[config.mk]
export PLATFORM = sky130hd
export DESIGN_NAME = irq_ctrl_regs
export DESIGN_NICKNAME = d
export VERILOG_FILES = /design/src/rtl/irq_regs_pkg.sv /design/src/rtl/irq_regs_decode.sv /design/src/rtl/irq_regs_bitvec.sv /design/src/rtl/irq_regs_prio.sv /design/src/rtl/irq_ctrl_regs.sv
export SDC_FILE = /design/constraint.sdc
export NUM_CORES = 1
export LEC_CHECK = 0
export ABC_CLOCK_PERIOD_IN_PS = 2700
export BUFFER_PORTS_ARGS = -buffer_cell sky130_fd_sc_hd__buf_4
export CORE_MARGIN = 5
export CORE_UTILIZATION = 53
export DETAILED_ROUTE_END_ITERATION = 8
export PLACE_DENSITY = 0.85
export SLEW_MARGIN = 20
export SYNTH_ARGS = -nofsm -noshare
export SYNTH_HDL_FRONTEND = slang
export SYNTH_HIERARCHICAL = 1
export SYNTH_SLANG_ARGS = --single-unit
[constraint.sdc]
create_clock -name clk -period 2.7 [get_ports clk]
set_clock_uncertainty 0.15 [all_clocks]
set_input_delay 0.54 -clock clk [delete_from_list [all_inputs] [get_ports clk]]
set_output_delay 0.54 -clock clk [all_outputs]
set_load 0.005 [all_outputs]
[src/rtl/irq_regs_pkg.sv]
package irq_regs_pkg;

  // Upper address bits [9:7] pick one of eight 128-byte windows.
  typedef enum logic [2:0] {
    RG_EN_SET  = 3'd0,
    RG_EN_CLR  = 3'd1,
    RG_PD_SET  = 3'd2,
    RG_PD_CLR  = 3'd3,
    RG_PRIO_LO = 3'd4,
    RG_PRIO_HI = 3'd5,
    RG_SYS     = 3'd6,
    RG_NONE    = 3'd7
  } region_e;

  localparam int unsigned OFS_W = 10;

  // Byte lanes touched by an access of the given size at the given low address bits.
  function automatic logic [3:0] lane_mask(input logic [1:0] size, input logic [1:0] lo);
    case (size)
      2'd0:    lane_mask = 4'b0001 << lo;
      2'd1:    lane_mask = lo[1] ? 4'b1100 : 4'b0011;
      default: lane_mask = 4'b1111;
    endcase
  endfunction

  // Expand a lane mask to a 32-bit bit mask.
  function automatic logic [31:0] lane_bits(input logic [3:0] m);
    for (int b = 0; b < 4; b++) lane_bits[8*b +: 8] = {8{m[b]}};
  endfunction

endpackage

[src/rtl/irq_regs_decode.sv]
module irq_regs_decode
  import irq_regs_pkg::*;
(
  input  logic             acc_valid,
  input  logic             acc_write,
  input  logic             acc_priv,
  input  logic [OFS_W-1:0] acc_addr,
  input  logic [1:0]       acc_size,
  input  logic             user_pend_ok,
  output region_e          region,
  output logic [3:0]       lanes,
  output logic             accept,
  output logic             reject
);

  logic user_allowed;

  assign region       = region_e'(acc_addr[9:7]);
  assign lanes        = lane_mask(acc_size, acc_addr[1:0]);
  assign user_allowed = acc_write && (region == RG_PD_SET) && user_pend_ok;
  assign reject       = acc_valid && !acc_priv && !user_allowed;
  assign accept       = acc_valid && !reject;

endmodule

[src/rtl/irq_regs_bitvec.sv]
module irq_regs_bitvec #(
  parameter int unsigned NBITS = 48,
  localparam int unsigned WORDS = (NBITS + 31) / 32
) (
  input  logic             clk,
  input  logic             rst_n,
  input  logic             wr_set,
  input  logic             wr_clr,
  input  logic [5:0]       word_sel,
  input  logic [31:0]      wr_bits,
  input  logic [NBITS-1:0] hw_set,
  input  logic [NBITS-1:0] hw_clr,
  output logic [NBITS-1:0] q,
  output logic [31:0]      rd_word
);

  logic [NBITS-1:0]    set_all, clr_all, q_r;
  logic [WORDS*32-1:0] padded;
  logic                unused_ok;

  for (genvar i = 0; i < NBITS; i++) begin : g_bit
    localparam int unsigned W = i / 32;
    localparam int unsigned B = i % 32;
    logic hit;
    assign hit        = (word_sel == 6'(W));
    assign set_all[i] = hw_set[i] | (wr_set & hit & wr_bits[B]);
    assign clr_all[i] = hw_clr[i] | (wr_clr & hit & wr_bits[B]);
  end

  // Set has priority over clear on the same bit.
  always_ff @(posedge clk or negedge rst_n) begin
    if (!rst_n) q_r <= '0;
    else        q_r <= (q_r & ~clr_all) | set_all;
  end

  always_comb begin
    padded = '0;
    padded[NBITS-1:0] = q_r;
    rd_word = '0;
    if (int'(word_sel) < WORDS) rd_word = padded[int'(word_sel)*32 +: 32];
  end

  assign q         = q_r;
  assign unused_ok = ^wr_bits;

  AST_SET_TAKES: assert property (@(posedge clk) disable iff (!rst_n)
    (|set_all) |=> ((q_r & $past(set_all)) == $past(set_all)));

  AST_CLR_TAKES: assert property (@(posedge clk) disable iff (!rst_n)
    (|(clr_all & ~set_all)) |=> ((q_r & $past(clr_all & ~set_all)) == '0));

  AST_QUIET_HOLD: assert property (@(posedge clk) disable iff (!rst_n)
    (!(|set_all) && !(|clr_all)) |=> $stable(q_r));

endmodule

[src/rtl/irq_regs_prio.sv]
module irq_regs_prio #(
  parameter int unsigned NLINES    = 48,
  parameter int unsigned PRIO_BITS = 4,
  localparam int unsigned LOW      = 8 - PRIO_BITS
) (
  input  logic                        clk,
  input  logic                        rst_n,
  input  logic                        wr_en,
  input  logic [5:0]                  word_sel,
  input  logic [3:0]                  lanes,
  input  logic [31:0]                 wdata,
  output logic [NLINES*PRIO_BITS-1:0] prio_flat,
  output logic [31:0]                 rd_word
);

  logic [PRIO_BITS-1:0] pr [NLINES];
  logic                 unused_ok;

  for (genvar i = 0; i < NLINES; i++) begin : g_line
    localparam int unsigned L = i % 4;
    localparam int unsigned W = i / 4;
    always_ff @(posedge clk or negedge rst_n) begin
      if (!rst_n)
        pr[i] <= '0;
      else if (wr_en && (word_sel == 6'(W)) && lanes[L])
        pr[i] <= wdata[8*L+LOW +: PRIO_BITS];
    end
    assign prio_flat[i*PRIO_BITS +: PRIO_BITS] = pr[i];
  end

  always_comb begin
    rd_word = '0;
    for (int l = 0; l < 4; l++) begin
      if (int'(word_sel) * 4 + l < NLINES)
        rd_word[8*l+LOW +: PRIO_BITS] = pr[int'(word_sel) * 4 + l];
    end
  end

  assign unused_ok = ^wdata;

  AST_PRIO_HOLD: assert property (@(posedge clk) disable iff (!rst_n)
    !wr_en |=> $stable(prio_flat));

endmodule

[src/rtl/irq_ctrl_regs.sv]
module irq_ctrl_regs
  import irq_regs_pkg::*;
#(
  parameter int unsigned NUM_IRQ   = 48,
  parameter int unsigned PRIO_BITS = 4
) (
  input  logic                         clk,
  input  logic                         rst_n,
  input  logic                         bus_valid,
  input  logic                         bus_write,
  input  logic                         bus_priv,
  input  logic [9:0]                   bus_addr,
  input  logic [1:0]                   bus_size,
  input  logic [31:0]                  bus_wdata,
  output logic [31:0]                  bus_rdata,
  output logic                         bus_err,
  input  logic [NUM_IRQ-1:0]           arb_set_pend,
  input  logic [NUM_IRQ-1:0]           arb_clr_pend,
  output logic [NUM_IRQ-1:0]           irq_enable,
  output logic [NUM_IRQ-1:0]           irq_pending,
  output logic [NUM_IRQ*PRIO_BITS-1:0] irq_prio,
  output logic [31:0]                  vec_base
);

  region_e     region;
  logic [3:0]  lanes;
  logic        acc_accept, acc_reject, wen;
  logic [31:0] lane_msk, wr_bits;
  logic [5:0]  bit_word, prio_word;
  logic [4:0]  sys_sel;
  logic [31:0] en_rd, pd_rd, pr_rd, rd_mux;
  logic        ctrl_q;
  logic [22:0] vbase_q;
  logic [31:0] vbase_nxt;
  logic [31:0] rdata_q;
  logic        err_q;
  logic        unused_ok;

  irq_regs_decode u_decode (
    .acc_valid    (bus_valid),
    .acc_write    (bus_write),
    .acc_priv     (bus_priv),
    .acc_addr     (bus_addr),
    .acc_size     (bus_size),
    .user_pend_ok (ctrl_q),
    .region       (region),
    .lanes        (lanes),
    .accept       (acc_accept),
    .reject       (acc_reject)
  );

  assign wen       = acc_accept && bus_write;
  assign lane_msk  = lane_bits(lanes);
  assign wr_bits   = bus_wdata & lane_msk;
  assign bit_word  = {1'b0, bus_addr[6:2]};
  assign prio_word = bus_addr[7:2];
  assign sys_sel   = bus_addr[6:2];

  irq_regs_bitvec #(.NBITS(NUM_IRQ)) u_enable (
    .clk      (clk),
    .rst_n    (rst_n),
    .wr_set   (wen && region == RG_EN_SET),
    .wr_clr   (wen && region == RG_EN_CLR),
    .word_sel (bit_word),
    .wr_bits  (wr_bits),
    .hw_set   ('0),
    .hw_clr   ('0),
    .q        (irq_enable),
    .rd_word  (en_rd)
  );

  irq_regs_bitvec #(.NBITS(NUM_IRQ)) u_pending (
    .clk      (clk),
    .rst_n    (rst_n),
    .wr_set   (wen && region == RG_PD_SET),
    .wr_clr   (wen && region == RG_PD_CLR),
    .word_sel (bit_word),
    .wr_bits  (wr_bits),
    .hw_set   (arb_set_pend),
    .hw_clr   (arb_clr_pend),
    .q        (irq_pending),
    .rd_word  (pd_rd)
  );

  irq_regs_prio #(.NLINES(NUM_IRQ), .PRIO_BITS(PRIO_BITS)) u_prio (
    .clk       (clk),
    .rst_n     (rst_n),
    .wr_en     (wen && (region == RG_PRIO_LO || region == RG_PRIO_HI)),
    .word_sel  (prio_word),
    .lanes     (lanes),
    .wdata     (bus_wdata),
    .prio_flat (irq_prio),
    .rd_word   (pr_rd)
  );

  // Vector base keeps only bits 29..7; lane merge on the full word.
  assign vec_base  = {2'b00, vbase_q, 7'b0};
  assign vbase_nxt = (vec_base & ~lane_msk) | wr_bits;

  always_ff @(posedge clk or negedge rst_n) begin
    if (!rst_n) begin
      ctrl_q  <= 1'b0;
      vbase_q <= '0;
    end else if (wen && region == RG_SYS) begin
      if (sys_sel == 5'd0 && lanes[0]) ctrl_q  <= bus_wdata[0];
      if (sys_sel == 5'd1)             vbase_q <= vbase_nxt[29:7];
    end
  end

  always_comb begin
    case (region)
      RG_EN_SET, RG_EN_CLR:   rd_mux = en_rd;
      RG_PD_SET, RG_PD_CLR:   rd_mux = pd_rd;
      RG_PRIO_LO, RG_PRIO_HI: rd_mux = pr_rd;
      RG_SYS: begin
        if (sys_sel == 5'd0)      rd_mux = {31'b0, ctrl_q};
        else if (sys_sel == 5'd1) rd_mux = vec_base;
        else                      rd_mux = '0;
      end
      default: rd_mux = '0;
    endcase
  end

  always_ff @(posedge clk or negedge rst_n) begin
    if (!rst_n) begin
      rdata_q <= '0;
      err_q   <= 1'b0;
    end else begin
      err_q   <= acc_reject;
      rdata_q <= (acc_accept && !bus_write) ? rd_mux : '0;
    end
  end

  assign bus_rdata = rdata_q;
  assign bus_err   = err_q;
  assign unused_ok = ^{vbase_nxt[31:30], vbase_nxt[6:0]};

  AST_REJECT_FLAGS: assert property (@(posedge clk) disable iff (!rst_n)
    acc_reject |=> (bus_err && bus_rdata == '0));

  AST_REJECT_NO_ENABLE_CHANGE: assert property (@(posedge clk) disable iff (!rst_n)
    acc_reject |=> $stable(irq_enable));

  AST_USER_PEND_OK: assert property (@(posedge clk) disable iff (!rst_n)
    (bus_valid && !bus_priv && bus_write && region == RG_PD_SET && ctrl_q) |=> !bus_err);

  AST_IDLE_QUIET: assert property (@(posedge clk) disable iff (!rst_n)
    !bus_valid |=> (!bus_err && bus_rdata == '0));

  AST_VBASE_HOLD: assert property (@(posedge clk) disable iff (!rst_n)
    !(bus_valid && bus_write && bus_priv) |=> $stable(vec_base));

endmodule

==> summary.txt <==
Status
  • Status: completed

CTS
  • Clk slew on worst S/H paths: 0.06 ns
  • Root Buffer: clkbuf_16
  • Clock Latency Late Sink: 0.53 ns
  • CTS Buffer Depth: 3
  • Clock sinks: 345
  • H-tree depth: 2
  • CTS tree: yes
  • Num CTS Buffers: 38

Logic synthesis
  • Yosys reg bits: 345
  • Mux contribution to synthesized area: 0.232
  • Number of synthesized flops with an enable pin: 0
  • Mapped Cells: 1,456
  • Largest family of logic cells by synthesized area: multiplexers
  • Adder-Cell Fraction of Synth Area: 0
  • Warnings from Yosys: 6
  • Synth Area in Simple Gates: 0.146
  • Syn Area/Cell: 12.4 um^2
  • Mapped Area: 0.0180 mm^2
  • Synth Area in Compound Gates: 0.0995
  • Xor/xnor share of the synthesized area: 0
  • Top FF cell, synth: dfrtp_1
  • Ys async rst share: 1.00
  • Unique masters post-synth: 59
  • Sequential element share of the synthesized area: 0.479

Routing
  • DRC: 0
  • DR iter-0 viols: 1,631
  • Via count: 15,600
  • Final WL: 67,500 um
  • First-pass DRT Iterations: 5
  • Antenna Nets Post-Route: 0
  • Routed WL per cell: 26.7 um
  • Via/cell ratio: 6.16

Die
  • Die Span X: 194 um
  • IO Pins: 498
  • Die area: 0.0378 mm^2
  • CORE AREA: 0.0335 mm^2
  • Die height: 194 um
  • Cell Rows: 67
  • Initial Util: 0.538

STA
  • Setup Viol. Count Final: 0
  • RSZ-0062 raised after global routing: false
  • Slew margin rel.: 0.589
  • Final hold viol count: 0
  • Period utilization: 0.946
  • Fin. max-slew vios: 0
  • Final setup TNS: 0 ns
  • Setup slack after layout: 0.146 ns
  • Fin crit period: 2.55 ns
  • Slew of the pin with the lowest slew margin: 0.617 ns
  • Worst hold slack: 0.0426 ns
  • Fmax: 392 MHz

Finish
  • Multi-input logic area: 0.00915 mm^2
  • Leading cell types in the layout, fill and taps excluded: 559 x buf_4, 345 x dfrtp_1, 203 x mux2_2
  • Seq. cell area: 0.00863 mm^2
  • Commonest non-fill, non-tap cell in the layout: buf_4
  • Nets: 2,201
  • Layout cells sized above 1: 0.452
  • Fill cells: 2,323
  • Fin cells: 2,532
  • Area delta synth->final: 34.5%

Global route
  • First-pass GRT wire length: 102,000 um
  • GRT met1 Usage: 0.438
  • Initial antenna violation count: 3
  • Global routing met3 resource utilization: 0.0952
  • Busiest grt layer: met2
  • Vias in the first global route: 16,300
  • GRT overflow: 0
  • GRT Total Usage: 0.344
  • Largest net degree at the start of global routing: 67
  • Met2 usage: 0.555

Placement
  • Dpl cells: 2,463
  • Place WS: -0.160 ns
  • DPL Wire Length: 49,300 um
  • PortBufs: 488
  • GP Congestion: 0.983

Power
  • Leakage: 11.8 nW
  • Pwr Density: 493 mW/mm^2
  • VDD IR max: 499 uV

Setup path
  • CP Max Fanout: 6
  • Setup crit start: ctrl_q
  • CP top delay family: simple AND/OR/NAND/NOR gates
  • Critical path depth: 9
  • CP Capture Type: register
  • FF-to-FF End: u_prio/prio_flat[63]
  • Critical path destination: u_prio/prio_flat[63]
  • Worst setup SP type: register
  • Largest stage delay, worst path: 0.42 ns
  • WS Path Type: register to register
  • Arrival @ worst endpoint: 2.82 ns
  • R2R cell count: 9
  • Cell Chain, Critical Path: and3_1 > a22o_2 > and2_1 > and2_1 > buf_4 > and3_1 > buf_4 > nand3_1 > mux2_2
  • Critical Path RT: 2.96 ns
  • CP bufs+invs: 2
  • RR Startpoint: ctrl_q
  • R2R setup slack: 0.15 ns
  • Slowest CP cell: dfrtp_1

Hold path
  • Min-Delay Path Class: primary input to register

Flow run
  • Max cap viols: 0
-- cell families after synthesis --
logic type	Yosys count
buffers and inverters	149
and+or+nand+nor	425
muxes	328
DFF	345
other	2
AOI/OAI and AO/OA	207
-- timing repair --
action,4_1_cts,5_1_grt
hold endpoints to repair,56,0
resized for setup,0,0
hold buffers,1,0
setup buffers,0,0
endpoints found under the setup margin,0,0
-- flip-flops by register name (all words and copies together) (netlist names), named ones only --
signal,count
bus_rdata,32
ctrl_q,1
u_pending/q,48
u_enable/q,48
bus_err,1
u_prio/prio_flat,192
-- how the worst min path moves through the flow --
stage                                     start                     to  slack [ns]  depth (start not counted)
after global placement    u_prio/prio_flat[147]  u_prio/prio_flat[147]        0.36                          1
after global routing                   bus_priv                bus_err        0.04                          2
after floorplan                           rst_n              async pin        0.09                          0
after detailed placement   u_prio/prio_flat[11]   u_prio/prio_flat[11]        0.37                          1
final                                  bus_priv                bus_err        0.04                          2
after CTS                              bus_priv                bus_err        0.02                          2
-- cells in the mapped netlist, types with 30 or more instances --
cell       instances  area share
buf_4             36       0.015
dfrtp_1          345        0.48
nand4_1           65       0.023
nand3_1           52       0.014
nand2b_1          35       0.012
clkbuf_1          57       0.012
mux2i_1           64       0.036
nor2b_1           69       0.024
a221o_1           64       0.036
buf_2             41       0.011
a2bb2oi_1         30       0.015
mux2_2           203        0.13
and2_1            65       0.023
a41oi_1           32       0.016
mux4_2            47       0.059
nand2_1           35      0.0073
nor2_1            53       0.011
-- report_power, final --
group          total, W  internal (W)  switching (W)
combinational   0.00145      0.000667       0.000783
clock           0.00506       0.00295        0.00211
sequential      0.00544       0.00531       0.000131
total            0.0119       0.00893        0.00302
-- cell type report --
| cell class | count | area share |
|---|---|---|
| multi-input combinational | 1084 | 0.377 |
| sequential | 345 | 0.356 |
| timing repair buffer | 585 | 0.194 |
| clock buffer | 54 | 0.0459 |
| tap | 448 | 0.0231 |
| clock inverter | 10 | 0.00335 |
| antenna | 4 | 0.000413 |
| inverter | 2 | 0.000310 |
-- through the flow --
step / power [W] / util / instance area, um^2
finish: 0.0119 / 0.723 / 24200
global route: 0.0123 / 0.723 / 24200
CTS: 0.0120 / 0.723 / 24200
detailed placement: 0.00696 / 0.687 / 23000
global placement: 0.00693 / 0.687 / 23000
floorplan: 0.00613 / - / 18500
-- layer usage --
| layer | vias to the layer above | routed length (um) | share of wire |
|---|---|---|---|
| li1 | 6574 | - | - |
| met4 | 2 | 3600 | 0.053 |
| met1 | 7791 | 25000 | 0.37 |
| met3 | 208 | 7090 | 0.10 |
| met2 | 1024 | 31700 | 0.47 |
| met5 | - | 20 | 0.00030 |
Note: power is estimated with default switching activity, not from simulation.
